## config.mk

```make
export PLATFORM = sky130hd
export DESIGN_NAME = corr_bpred
export DESIGN_NICKNAME = d
export VERILOG_FILES = /design/src/rtl/cbp_pkg.sv /design/src/rtl/cbp_history.sv /design/src/rtl/cbp_ctr_step.sv /design/src/rtl/cbp_ctr_table.sv /design/src/rtl/corr_bpred.sv
export SDC_FILE = /design/constraint.sdc
export NUM_CORES = 2
export LEC_CHECK = 0
export ABC_AREA = 0
export BUFFER_PORTS_ARGS = -buffer_cell sky130_fd_sc_hd__buf_2
export CAP_MARGIN = 30
export CORE_MARGIN = 5
export CORE_UTILIZATION = 40
export CTS_CLUSTER_DIAMETER = 150
export DETAILED_ROUTE_END_ITERATION = 10
export GPL_ROUTABILITY_DRIVEN = 0
export PLACE_DENSITY_LB_ADDON = 0.05
export SYNTH_ARGS = -nofsm -noshare
export SYNTH_HDL_FRONTEND = slang
export SYNTH_SLANG_ARGS = --single-unit
```

## constraint.sdc

```tcl
create_clock -name clk -period 7.3 [get_ports clk]
set_clock_uncertainty 0.1 [all_clocks]
set_input_delay 0.365 -clock clk [delete_from_list [all_inputs] [get_ports clk]]
set_output_delay 0.365 -clock clk [all_outputs]
set_load 0.05 [all_outputs]
```

## src/rtl/cbp_pkg.sv

```systemverilog
package cbp_pkg;

    // Direction encoding shared by the lookup and resolve paths.
    typedef enum logic {
        DIR_NOT_TAKEN = 1'b0,
        DIR_TAKEN     = 1'b1
    } dir_e;

    // History storage width; a zero-length history still keeps one bit.
    function automatic int unsigned hist_store_w(input int unsigned hlen);
        return (hlen > 0) ? hlen : 1;
    endfunction

endpackage

```

## src/rtl/cbp_history.sv

```systemverilog
module cbp_history #(
    parameter int unsigned HIST_LEN = 2,
    parameter int unsigned HW       = 2
) (
    input  logic          clk,
    input  logic          rst_n,
    input  logic          shift_en,
    input  logic          shift_bit,
    output logic [HW-1:0] hist_o
);

    generate
        if (HIST_LEN > 0) begin : g_shift
            logic [HW-1:0] hist_q;
            logic [HW:0]   appended;

            assign appended = {hist_q, shift_bit};

            always_ff @(posedge clk or negedge rst_n) begin
                if (!rst_n) begin
                    hist_q <= '0;
                end else if (shift_en) begin
                    hist_q <= appended[HW-1:0];
                end
            end

            assign hist_o = hist_q;
        end else begin : g_none
            logic unused_shift;
            assign unused_shift = ^{clk, rst_n, shift_en, shift_bit};
            assign hist_o = '0;
        end
    endgenerate

endmodule

```

## src/rtl/cbp_ctr_step.sv

```systemverilog
module cbp_ctr_step #(
    parameter int unsigned CW = 2
) (
    input  logic [CW-1:0] cur_ctr,
    input  logic          go_up,
    output logic [CW-1:0] nxt_ctr
);

    localparam logic [CW-1:0] CTR_TOP = '1;
    localparam logic [CW-1:0] CTR_BOT = '0;

    always_comb begin
        nxt_ctr = cur_ctr;
        if (go_up) begin
            if (cur_ctr != CTR_TOP) begin
                nxt_ctr = cur_ctr + 1'b1;
            end
        end else begin
            if (cur_ctr != CTR_BOT) begin
                nxt_ctr = cur_ctr - 1'b1;
            end
        end
    end

endmodule

```

## src/rtl/cbp_ctr_table.sv

```systemverilog
module cbp_ctr_table #(
    parameter int unsigned CW      = 2,
    parameter int unsigned ENTRIES = 1024,
    parameter int unsigned IW      = 10
) (
    input  logic          clk,
    input  logic          rst_n,
    input  logic [IW-1:0] rd_idx,
    output logic [CW-1:0] rd_ctr,
    input  logic          wr_en,
    input  logic [IW-1:0] wr_idx,
    input  logic [CW-1:0] wr_ctr,
    output logic [CW-1:0] wr_old_ctr
);

    localparam logic [CW-1:0] WEAK_NT = CW'((1 << (CW - 1)) - 1);

    logic [CW-1:0] ctr_q [ENTRIES];

    always_ff @(posedge clk or negedge rst_n) begin
        if (!rst_n) begin
            for (int e = 0; e < int'(ENTRIES); e++) begin
                ctr_q[e] <= WEAK_NT;
            end
        end else if (wr_en) begin
            for (int e = 0; e < int'(ENTRIES); e++) begin
                if (wr_idx == IW'(e)) begin
                    ctr_q[e] <= wr_ctr;
                end
            end
        end
    end

    assign rd_ctr     = ctr_q[rd_idx];
    assign wr_old_ctr = ctr_q[wr_idx];

endmodule

```

## src/rtl/corr_bpred.sv

```systemverilog
module corr_bpred
    import cbp_pkg::*;
#(
    parameter int unsigned PC_W          = 32,
    parameter int unsigned HIST_LEN      = 2,
    parameter int unsigned CTR_BITS      = 2,
    parameter int unsigned TABLE_ENTRIES = 1024,
    parameter int unsigned PC_LSB        = 2,
    parameter int unsigned HW            = hist_store_w(HIST_LEN)
) (
    input  logic            clk,
    input  logic            rst_n,
    input  logic [PC_W-1:0] lkp_pc,
    output logic            lkp_pred_taken,
    output logic [HW-1:0]   lkp_hist,
    input  logic            res_valid,
    input  logic [PC_W-1:0] res_pc,
    input  logic            res_taken,
    input  logic [HW-1:0]   res_hist
);

    localparam int unsigned IDX_W = $clog2(TABLE_ENTRIES);
    localparam int unsigned ROW_W = IDX_W - HIST_LEN;

    logic [HW-1:0]       hist_cur;
    logic [IDX_W-1:0]    lkp_idx;
    logic [IDX_W-1:0]    upd_idx;
    logic [CTR_BITS-1:0] lkp_ctr;
    logic [CTR_BITS-1:0] upd_old_ctr;
    logic [CTR_BITS-1:0] upd_new_ctr;
    dir_e                res_dir;

    assign res_dir = dir_e'(res_taken);

    cbp_history #(
        .HIST_LEN (HIST_LEN),
        .HW       (HW)
    ) u_hist (
        .clk       (clk),
        .rst_n     (rst_n),
        .shift_en  (res_valid),
        .shift_bit (res_dir == DIR_TAKEN),
        .hist_o    (hist_cur)
    );

    generate
        if (HIST_LEN > 0) begin : g_corr_idx
            assign lkp_idx = {hist_cur, lkp_pc[PC_LSB +: ROW_W]};
            assign upd_idx = {res_hist, res_pc[PC_LSB +: ROW_W]};
        end else begin : g_flat_idx
            logic unused_res_hist;
            assign unused_res_hist = ^res_hist;
            assign lkp_idx = lkp_pc[PC_LSB +: ROW_W];
            assign upd_idx = res_pc[PC_LSB +: ROW_W];
        end
    endgenerate

    logic unused_pc_bits;
    assign unused_pc_bits = ^{lkp_pc, res_pc};

    cbp_ctr_step #(
        .CW (CTR_BITS)
    ) u_step (
        .cur_ctr (upd_old_ctr),
        .go_up   (res_dir == DIR_TAKEN),
        .nxt_ctr (upd_new_ctr)
    );

    cbp_ctr_table #(
        .CW      (CTR_BITS),
        .ENTRIES (TABLE_ENTRIES),
        .IW      (IDX_W)
    ) u_table (
        .clk        (clk),
        .rst_n      (rst_n),
        .rd_idx     (lkp_idx),
        .rd_ctr     (lkp_ctr),
        .wr_en      (res_valid),
        .wr_idx     (upd_idx),
        .wr_ctr     (upd_new_ctr),
        .wr_old_ctr (upd_old_ctr)
    );

    assign lkp_pred_taken = lkp_ctr[CTR_BITS-1];
    assign lkp_hist       = hist_cur;

endmodule

```

* After elaboration in Yosys (flattened, before gate mapping)
Cells that the tools add are included. Widths: inputs -> output; s select.
Storage, ports and cells: output and inout bits 3, register bits after elaboration 2050, bits of input ports 70
Cells by class: add/sub/neg operators 2, eq/ne operators 1024, bitwise gates (word level) 2, reductions and logical operators 1026, mux-type cells 9, magnitude comparators 2
Operators with widths (number):
- $eq 10x10->1 const B | 512
- $eq 10x9->1 const B | 256
- $reduce_and 2->1 | 1024
- $eq 10x8->1 const B | 128
- $eq 10x7->1 const B | 64
- $eq 10x6->1 const B | 32
- $eq 10x5->1 const B | 16
- $eq 10x4->1 const B | 8
- $bmux 2 s10 | 2
- $eq 10x3->1 const B | 4
- $ge 11x11->1 const B | 2
- $not 10->11 | 2
- $eq 10x2->1 const B | 2
- $mux 2 | 7
- $eq 10x1->1 const B | 1
- $logic_not 10->1 | 1
- $add 2x1->2 const B | 1
- $ne 2x2->1 const B | 1
- $reduce_bool 2->1 | 1
- $sub 2x1->2 const B | 1

* Logic depth before layout (Yosys ltp)
depth after elaboration 7, depth in mapped cells 20, gate-level depth less buffers 9

* Hierarchy
A second synthesis with hierarchy kept.
Unflattened totals: cell total of the unflattened synthesis 8299, area total of the unflattened synthesis 115569.6 µm²
Modules (own cells, without submodules):
- cbp_ctr_table | sequential area each 52530.4 µm², times used 1, cells each 8292, area each 115470.7 µm²
- cbp_history | sequential area each 50.0 µm², times used 1, cells each 4, area each 72.6 µm²
- cbp_ctr_step | sequential area each 0.0 µm², times used 1, cells each 3, area each 26.3 µm²

* Least setup slack after synthesis
Ideal clock, no wire load.
path kind input to output, start in lkp_pc[2], end out lkp_pred_taken, data required time 6.835 ns, setup slack 2.975 ns, arrival time 3.860 ns, path buffers 3, stages on the path 8, path through clkbuf_1 buf_2 buf_1 mux4_2 mux4_2 mux4_2 mux4_2 mux4_2
On the way: longest elaborated chain between the ends 4
Ends and longest elaborated chain:
- from (decl) | line corr_bpred.sv:13 | input logic [PC_W-1:0] lkp_pc,
- $not 10->11 (not written as such) | line cbp_ctr_table.sv:34 | assign rd_ctr = ctr_q[rd_idx];
- $bmux 2 s10 | line cbp_ctr_table.sv:34
- $mux 2 (not written as such) (2 in series) | line cbp_ctr_table.sv:34
- to (decl) | line corr_bpred.sv:14 | output logic lkp_pred_taken,
No other way between the ends. The select of a mux whose other input is x is not followed.

* Worst setup path after layout
start in res_pc[2], end reg u_table.ctr_q[1955] (netlist name)
On the way: longest elaborated chain between the ends 7
Ends and longest elaborated chain:
- from (decl) | line corr_bpred.sv:17 | input logic [PC_W-1:0] res_pc,
- $not 10->11 (not written as such) | line cbp_ctr_table.sv:35 | assign wr_old_ctr = ctr_q[wr_idx];
- $bmux 2 s10 | line cbp_ctr_table.sv:35
- $mux 2 (not written as such) (2 in series) | line cbp_ctr_table.sv:35
- $sub 2x1->2 (tied with other cells) | line cbp_ctr_step.sv:20 | nxt_ctr = cur_ctr - 1'b1;
- $mux 2, on equally long branches | line cbp_ctr_step.sv:19, cbp_ctr_step.sv:15
- $mux 2 | line cbp_ctr_step.sv:14 | if (go_up) begin
- to (signal, indexed assignment) | line cbp_ctr_table.sv:28 | ctr_q[e] <= wr_ctr;
- to (decl) | line cbp_ctr_table.sv:18 | logic [CW-1:0] ctr_q [ENTRIES];
Parallel ways exist; a longest one is shown, timed or not. The select of a mux whose other input is x is not followed. A chain may end at the register's enable or synchronous reset.

==> reports/results.md <==
| Parameter | Reported | Unit |
|---|---|---|
| Clock-pin slew of the registers on the worst-case setup and hold paths | 0.06 | ns |
| Total wirelength of the detailed-routed design | 438 | mm |
| Post-detailed-route wirelength per cell | 32.3 | microns |
| Worst min-delay path category | input pin to register | - |
| Sequential cell fraction of total power | 43.1 | % |
| DPL Wire Length | 287 | mm |
| Total number of nets in the final design | 9808 | - |
| Maximum buffer depth of the clock tree | 4 | - |
| Number of cells on the worst reg-to-reg path | 13 | - |
| Standard-cell rows | 192 | - |
| NetSw | 0.00767 | W |
| Post-Route Setup TNS | 0 | ns |
| Final antenna-violating net count | 0 | - |
| Leading cell types in the layout, fill and taps excluded | nand2_1 (3136), o31ai_1 (1956), dfrtp_1 (1026), dfstp_2 (1024), mux4_2 (767) | - |
| Crit path arrival time | 6.18 | ns |
| CTS H-tree depth | 4 | - |
| Post-route clock period utilization | 75.4 | % |
| Worst setup path end | u_table.ctr_q[1955] | - |
| Highest achievable clock rate | 182 | MHz |
| Synthesized netlist cell count | 10013 | - |
| DR pass1 iterations | 6 | - |
| Unique cell type count in the Yosys netlist | 69 | - |
| Number of warning messages in the yosys log | 0 | - |
| Syn avg cell area | 11.0 | sq um |
| Port bufs | 24 | - |
| Proportion of synthesized chip area in sequential cells | 47.9 | % |
| Count of final hold-check violations | 0 | - |
| Type of element launching the critical path | input pin | - |
| Critical register-to-register path startpoint | u_table.ctr_q[971] | - |
| R2r setup slk | 2.21 | ns |
| EDFF count, synth | 0 | - |
| Max Cap Violations | 0 | - |
| Final Total Pwr | 0.0272 | W |
| Worst supply voltage drop on vdd | 0.201 | mV |
| Number of clock sinks seen by CTS | 2050 | - |
| Main synth FF type | dfrtp_1 | - |
| Setup WS post-layout | 1.80 | ns |
| Internal Power | 0.0196 | W |
| Cell accounting for the most synthesized area | dfstp_2 | - |
| RSZ-0062 raised after global routing | false | - |
| TritonCTS buffer count | 240 | - |
| Max-Slew Margin vs Limit | 23.3 | % |
| Width of the chip | 534 | microns |
| Fillcell total | 25712 | - |
| Final routed DRC violation total | 0 | - |
| Slew at the pin closest to its max-slew limit | 1.15 | ns |
| Terminus of the critical flop-to-flop path | u_table.ctr_q[1955] | - |
| Biggest fanout along the worst timing path | 101 | - |
| Lkg Pwr | 44.5 | nW |
| Clk pwr share | 45.3 | % |
| Number of pins with negative max-slew slack in the final report | 0 | - |
| Switching fraction of total power | 28.2 | % |
| Die H | 534 | microns |
| Synth area leaders | dfstp_2 (25%), dfrtp_1 (23%), mux4_2 (16%), o31ai_1 (13%), nand2_1 (11%) | - |
| Overall routing resource usage | 30.1 | % |
| Pwr/cell area | 223 | mW/mm^2 |
| Final number of setup-violating endpoints | 0 | - |
| Critical path origin | res_pc[2] | - |
| Share of layout cells above drive strength 1 | 27.5 | % |
| Result of the run | complete, no violations | - |
| Area of the die | 0.285 | sq mm |
| Logic gate share of total power | 11.6 | % |
| Number of synthesized register bits | 2050 | - |
| Number of global-route vias before repair | 83762 | - |
| TritonCTS clock tree | done | - |
| Share of async-settable or async-resettable flops after synthesis | 100 | % |
| Leading cell type in the layout, fill and taps excluded | nand2_1 | - |
| Number of I/O pins | 73 | - |
| Category of the worst setup path capture point | register | - |
| DP Worst Slack | 1.09 | ns |
| Post-synthesis instance area | 0.110 | sq mm |
| Via count | 84921 | - |
| Cell at the root of the clock tree | clkbuf_16 | - |
| Wire length of the first global-routing pass | 631 | mm |
| Number of DRC markers in iteration 0 | 9374 | - |
| Post-synth top area share | 24.5 | % |
| Ratio of routed vias to standard cells | 6.27 | - |
| Post-cts repair resize count | 0 | - |
| Clk_lat worst skew | 0.93 | ns |
| CORE AREA | 0.273 | sq mm |
| Tightest hold margin | 0.265 | ns |
| Net count of the mapped netlist | 10083 | - |
| Effective utilization at floorplan | 40.1 | % |
| Critical setup path kind | input pin to register | - |
| Pin count of the biggest net entering global routing | 165 | - |
| Number of antenna violations at the first check in global routing | 33 | - |
| Total congestion overflow | 0 | - |
| Layout Area Growth over Synthesis | 11.4 | % |
| Critical Path RT | 7.97 | ns |
| Clock period minus worst slack | 5.50 | ns |
layer usage:
layer  wire, microns  track usage (%)  share of wire, %  vias up
li1                -                -                 -    36950
met1          187000             42.2                43    44163
met2          198000             46.2                45     3049
met3           30600             5.44               7.0      753
met4           22100             12.6               5.1        6
met5              34                0            0.0078        -
state kept, by name, summed over array words and instances, names as in the netlist:
signal	count
u_table.ctr_q	2048
u_hist.hist_o	2
cells by family (layout without fill, tap and decap cells):
logic type | Yosys count | in the layout | synth area share (%)
DFF | 2050 | 2050 | 47.9
and+or+nand+nor | 3625 | 3625 | 12.8
AOI/OAI and AO/OA | 2412 | 2412 | 16.9
buffers and inverters | 915 | 848 | 4.42
muxes | 1011 | 1011 | 18.0
other | 0 | 18 | 0
area by class of cell:
cell class / instances / area [sq um] / area share [%]
Inverter: 13 / 51.3 / 0.0420
Timing Repair Buffer: 385 / 4490 / 3.67
Clock buffer: 383 / 7250 / 5.93
Multi-Input combinational cell: 7048 / 52600 / 43.1
Antenna cell: 18 / 45.0 / 0.0369
Sequential cell: 2050 / 52600 / 43.0
Tap cell: 3589 / 4490 / 3.67
Clock inverter: 67 / 701 / 0.573
synthesized netlist by cell type, types with 13 or more instances:
| library cell | count |
|---|---|
| o21ai_0 | 29 |
| nor2b_1 | 15 |
| mux2_2 | 26 |
| a221oi_1 | 29 |
| buf_2 | 359 |
| o22ai_1 | 23 |
| a31oi_1 | 17 |
| nor2_1 | 309 |
| and3_1 | 15 |
| nand2_1 | 3144 |
| a211oi_1 | 20 |
| dfrtp_1 | 1026 |
| clkbuf_1 | 357 |
| nor4_1 | 13 |
| buf_6 | 100 |
| o31ai_2 | 96 |
| nor3_1 | 17 |
| buf_4 | 23 |
| nand3_1 | 54 |
| buf_1 | 52 |
| a22o_1 | 31 |
| o31ai_1 | 1956 |
| mux4_2 | 767 |
| mux2i_1 | 218 |
| nand4_1 | 13 |
| dfstp_2 | 1024 |
| a21oi_1 | 39 |
| a22oi_1 | 117 |
per-stage QoR:
| step | std cells | utilization [%] | cell area, sq um |
|---|---|---|---|
| after global placement | 13054 | 41.6 | 114000 |
| after global routing | 13540 | 44.7 | 122000 |
| final | 13553 | 44.7 | 122000 |
| after CTS | 13533 | 44.7 | 122000 |
| after floorplan | 10013 | - | 110000 |
| after detailed placement | 13077 | 41.7 | 114000 |
worst min path at each step:
stage | endpoint | from | cells after the start
global placement | u_table.ctr_q[919] | rst_n | 1
detailed placement | u_table.ctr_q[919] | rst_n | 1
global route | u_table.ctr_q[496] | res_pc[9] | 4
CTS | u_table.ctr_q[496] | res_pc[9] | 4
floorplan | u_hist.hist_o[0] | rst_n | 0
finish | u_table.ctr_q[496] | res_pc[9] | 4
what timing repair did:
action	CTS	global route
endpoints found under the hold margin	250	0
setup buffers	0	0
hold buffers	6	0
power groups by stage:
stage | registers, W | logic, W | clock network, W
finish | 0.0117 | 0.00315 | 0.0123
CTS | 0.0117 | 0.00314 | 0.0126
global route | 0.0117 | 0.00331 | 0.0130
floorplan | 0.0119 | 0.00180 | 0
detailed placement | 0.0119 | 0.00313 | 0
global placement | 0.0119 | 0.00309 | 0
worst max-delay path, cell delays in order:
cell	delay, ns
buf_8	0.69
buf_12	0.45
mux4_2	0.59
mux4_2	0.63
and2_1	0.24
o21ai_0	0.74
o211ai_1	0.33
a32o_1	0.39
nor2_4	0.26
buf_12	0.23
buf_12	0.32
buf_12	0.42
o31ai_1	0.17
Power figures use the tool's default switching activity.
